File: src/rtl/bcd_adj_pkg.sv
package bcd_adj_pkg;

    localparam int ACC_W    = 8;
    localparam int NIB_W    = ACC_W / 2;
    localparam int DIGIT_MAX = 9;
    localparam logic [NIB_W-1:0] NIB_FIX = NIB_W'(6);

    typedef logic [ACC_W-1:0] acc_t;

    typedef struct packed {
        logic sgn;
        logic zero;
        logic half;
        logic par;
        logic sub;
        logic carry;
    } flag_set_t;

    typedef struct packed {
        logic fix_lo;
        logic fix_hi;
    } fix_sel_t;

    function automatic logic even_parity(input acc_t v);
        return ~(^v);
    endfunction

    function automatic acc_t fix_word(input fix_sel_t sel);
        acc_t w;
        w = '0;
        if (sel.fix_lo) w[NIB_W-1:0]     = NIB_FIX;
        if (sel.fix_hi) w[ACC_W-1:NIB_W] = NIB_FIX;
        return w;
    endfunction

endpackage

File: src/rtl/bcd_fix_select.sv
module bcd_fix_select
    import bcd_adj_pkg::*;
(
    input  acc_t     acc,
    input  logic     carry_in,
    input  logic     half_in,
    output fix_sel_t sel
);
    localparam acc_t HI_LIMIT = {NIB_W'(DIGIT_MAX), NIB_W'(DIGIT_MAX)};

    always_comb begin
        sel.fix_lo = half_in  || (acc[NIB_W-1:0] > NIB_W'(DIGIT_MAX));
        sel.fix_hi = carry_in || (acc > HI_LIMIT);
    end
endmodule

File: src/rtl/bcd_fix_apply.sv
module bcd_fix_apply
    import bcd_adj_pkg::*;
(
    input  acc_t      acc,
    input  logic      sub_in,
    input  fix_sel_t  sel,
    output acc_t      result,
    output flag_set_t flags
);
    acc_t corr;

    always_comb begin
        corr   = fix_word(sel);
        result = sub_in ? (acc - corr) : (acc + corr);
        flags.sgn   = result[ACC_W-1];
        flags.zero  = (result == '0);
        flags.half  = sel.fix_lo;
        flags.par   = even_parity(result);
        flags.sub   = sub_in;
        flags.carry = sel.fix_hi;
    end
endmodule

File: src/rtl/bcd_adjust_unit.sv
module bcd_adjust_unit
    import bcd_adj_pkg::*;
(
    input  logic             clk,
    input  logic             rst,
    input  logic             in_valid,
    input  logic [ACC_W-1:0] acc_in,
    input  logic             c_in,
    input  logic             h_in,
    input  logic             n_in,
    output logic [ACC_W-1:0] acc_out,
    output logic             s_out,
    output logic             z_out,
    output logic             h_out,
    output logic             pv_out,
    output logic             n_out,
    output logic             c_out
);
    fix_sel_t  sel;
    acc_t      res_d, res_q;
    flag_set_t flg_d, flg_q;

    bcd_fix_select u_sel (
        .acc      (acc_in),
        .carry_in (c_in),
        .half_in  (h_in),
        .sel      (sel)
    );

    bcd_fix_apply u_apply (
        .acc    (acc_in),
        .sub_in (n_in),
        .sel    (sel),
        .result (res_d),
        .flags  (flg_d)
    );

    always_ff @(posedge clk) begin
        if (rst) begin
            res_q <= '0;
            flg_q <= '0;
        end else if (in_valid) begin
            res_q <= res_d;
            flg_q <= flg_d;
        end
    end

    assign acc_out = res_q;
    assign s_out   = flg_q.sgn;
    assign z_out   = flg_q.zero;
    assign h_out   = flg_q.half;
    assign pv_out  = flg_q.par;
    assign n_out   = flg_q.sub;
    assign c_out   = flg_q.carry;
endmodule

File: config.mk
export PLATFORM = sky130hd
export DESIGN_NAME = bcd_adjust_unit
export DESIGN_NICKNAME = d
export VERILOG_FILES = /design/src/rtl/bcd_adj_pkg.sv /design/src/rtl/bcd_fix_select.sv /design/src/rtl/bcd_fix_apply.sv /design/src/rtl/bcd_adjust_unit.sv
export SDC_FILE = /design/constraint.sdc
export NUM_CORES = 1
export LEC_CHECK = 0
export ABC_AREA = 1
export CORE_MARGIN = 3
export CORE_UTILIZATION = 51
export CTS_CLUSTER_DIAMETER = 150
export DETAILED_ROUTE_END_ITERATION = 16
export GPL_ROUTABILITY_DRIVEN = 0
export MAX_ROUTING_LAYER = met4
export PLACE_DENSITY_LB_ADDON = 0.15
export SYNTH_ARGS = -nofsm -noshare
export SYNTH_HDL_FRONTEND = slang
export SYNTH_SLANG_ARGS = --single-unit
File: constraint.sdc
create_clock -name clk -period 6.55 [get_ports clk]
set_input_delay 1.31 -clock clk [delete_from_list [all_inputs] [get_ports clk]]
set_output_delay 1.31 -clock clk [all_outputs]
set_load 0.02 [all_outputs]
==> flow_summary.ini <==
[timing]
slew_headroom = 0.502
hold_violations = 0
fmax_mhz = 233
finalCritPeriodShare = 0.654
rsz0062_at_grt = false
layout_setup_ws_ns = 2.27
tightest_slew_ns = 0.745
fin_tns_setup_ns = 0
holdWs_ns = 0.531
setup_viol = 0
skew_ns = 0
slew_violations = 0
min_period_ns = 4.28

[clock_network]
cts_tree = yes
clock_path_buffers = 2
cts_setup_buffers = 0
path_clk_slew_ns = 0.08
cts_resized = 0
cts_root_buf = clkbuf_4
htreeDepth = 1
insertion_delay_ns = 0.27
cts_buffers = 3
cts_hold_buf = 0
clock_sinks = 13

[pwr]
combPwrFrac = 0.480
seqPwrFrac = 0.340
netSwitchingFraction = 0.360
switchingPower_w = 0.0000975
power.share.clock = 0.181
irDropWorstVdd_v = 0.000210
p_int_w = 0.000173
p_leak_nw = 0.720
power.density_nw_per_um2 = 203

[synthesis]
ys_types = 22
syn-instance-count = 162
synth_top_area_share = 0.249
yosys-top-cells-area = dfxtp_1 (25%), ha_1 (16%), nand2_1 (13%)
synth_common_cells = nand2_1 (35), inv_1 (30), nor2_1 (23)
async_flop_share = 0
yosys_warnings = 0
synth-seq-cells = 13
synth_edf_count = 0
synth_ff_type = dfxtp_1
synthMostInstantiatedCell = nand2_1
yosysTopAreaCell = dfxtp_1
ys_seq_area_frac = 0.249
syn-num-nets = 189
syn_area_sq_um = 1050
syn_avg_cell_area_sq_um = 6.46

[grt]
grt_pass1_wl_microns = 3760
grt.overflow.total = 0
grt_max_degree = 25
grt_util_all_layers = 0.194
first_global_vias = 903
grt_antenna_before_repair = 0

[worst_hold_path]
hold_path.class = reg -> reg
holdPathStages = 2
min_from = n_out$_SDFFE_PP0P_

[setup_path]
slowest_delay_ns = 0.45
cpMostUsedCell = nand2_1
startpoint_type = input port
startpoint = acc_in[1]
reg2reg_depth = 2
slowest_stage = clkdlybuf4s50_1
worstPathRequired_ns = 6.73
critPathCaptureType = flip-flop
cp_max_fo = 5
cp_cell_sequence = clkdlybuf4s50_1 > o21ai_1 > inv_1 > nand2_1 > nand2_1 > a21oi_1 > ha_1 > nand2_1 > nand2_1 > ha_1 > nand2_1 > inv_1 > a21oi_1 > nand3_1 > and2_1 > ha_1 > xnor2_1 > xnor2_1 > o21ai_0 > inv_1
arrival_ns = 4.46
path_class = in -> reg
r2r-start = acc_out[1]$_SDFFE_PP0P_

[floorplan]
io-pin-count = 28
num_rows = 15
core_area_sq_um = 1820
die_h_microns = 51.3
start_util = 0.575
dieArea_sq_um = 2630
die_w_microns = 51.3

[routing]
first_pass_iters = 5
vias = 998
avgRoutedWirePerCell_microns = 10.2
totalWireLength_microns = 2180
ant_nets = 0
drc = 0
drt_iter0_drc = 12
via_per_inst = 4.69

[placement]
place_ws_ns = 2.00
placed_cell_area_sq_um = 1310
port_buffers = 27
dp_hpwl_microns = 1760

[cells_and_area]
finalCoreUtilization = 0.731
area_growth_pct = 27.3
final_cell_area_sq_um = 1330
nNetsFinal = 216
insertedDiodeCount = 0
drive_gt1_frac = 0.0372

[outcome]
status = finished clean

[flow_run]
max_cap_viol_count = 0
sequential cells by signal, summed over array words and instances (netlist names):
| name | cells |
|---|---|
| acc_out | 8 |
| pv_out | 1 |
| c_out | 1 |
| h_out | 1 |
| n_out | 1 |
| z_out | 1 |
routing by layer:
metal / part of all wire / vias to the layer above / global-route usage
met5: 0 / - / -
li1: - / 547 / -
met4: 0.00092 / 0 / 0.0524
met1: 0.45 / 430 / 0.225
met2: 0.50 / 19 / 0.335
met3: 0.049 / 2 / 0.0437
worst max-delay path, delay by kind of cell:
kind	cells	cell delay, ns
AO/OA/AOI/OAI	4	0.73
XOR/XNOR	2	0.29
adder cells (fa/ha/maj)	3	0.91
buffers and inverters	4	0.60
AND/OR/NAND/NOR	7	0.62
cells by family after synthesis:
| family | share of synthesized area |
|---|---|
| flops | 0.249 |
| xor+xnor | 0.0419 |
| fa+ha+maj | 0.156 |
| simple gates | 0.312 |
| buf+inv | 0.152 |
| compound gates | 0.0897 |
path summary, 6_finish.rpt:
| path | end | slack, ns |
|---|---|---|
| max | pv_out$_SDFFE_PP0P_ | 2.27 |
| min | n_out$_SDFFE_PP0P_ | 0.53 |
| max reg2reg | acc_out[1]$_SDFFE_PP0P_ | 5.84 |
| min reg2reg | n_out$_SDFFE_PP0P_ | 0.53 |
cell usage in the layout, fill, tap and decap left out:
cell type        count
a21oi_1              9
and2_1               4
clkbuf_1             1
clkbuf_4             3
clkdlybuf4s50_1     27
dfxtp_1             13
ha_1                13
inv_1               30
inv_2                1
nand2_1             35
nand3_1              9
nand3b_1             1
nand4_1              1
nor2_1              23
nor2_2               1
o21ai_0              7
o21ai_1              1
o21ai_2              1
or2_1                2
or2_2                1
xnor2_1              3
xor2_1               2
cell type report:
cell class,count,area [sq um]
Multi-Input combinational cell,113,627
Fill cell,165,489
Timing Repair Buffer,27,270
Sequential cell,13,260
Inverter,31,116
Tap cell,25,31.3
Clock buffer,4,26.3
through the flow:
step,instances,power [W]
6_report,213,0.000271
5_1_grt,213,0.000291
4_1_cts,213,0.000271
3_5_place_dp,209,0.000222
3_3_place_gp,209,0.000219
2_1_floorplan,162,0.000184
power by group through the flow:
| stage | registers (W) | logic [W] | clock network (W) |
|---|---|---|---|
| floorplan | 0.000104 | 0.0000800 | 0 |
| global placement | 0.0000933 | 0.000126 | 0 |
| detailed placement | 0.0000936 | 0.000129 | 0 |
| CTS | 0.0000918 | 0.000130 | 0.0000492 |
| global route | 0.0000929 | 0.000145 | 0.0000538 |
| finish | 0.0000919 | 0.000130 | 0.0000490 |
Power figures use the tool's default switching activity.
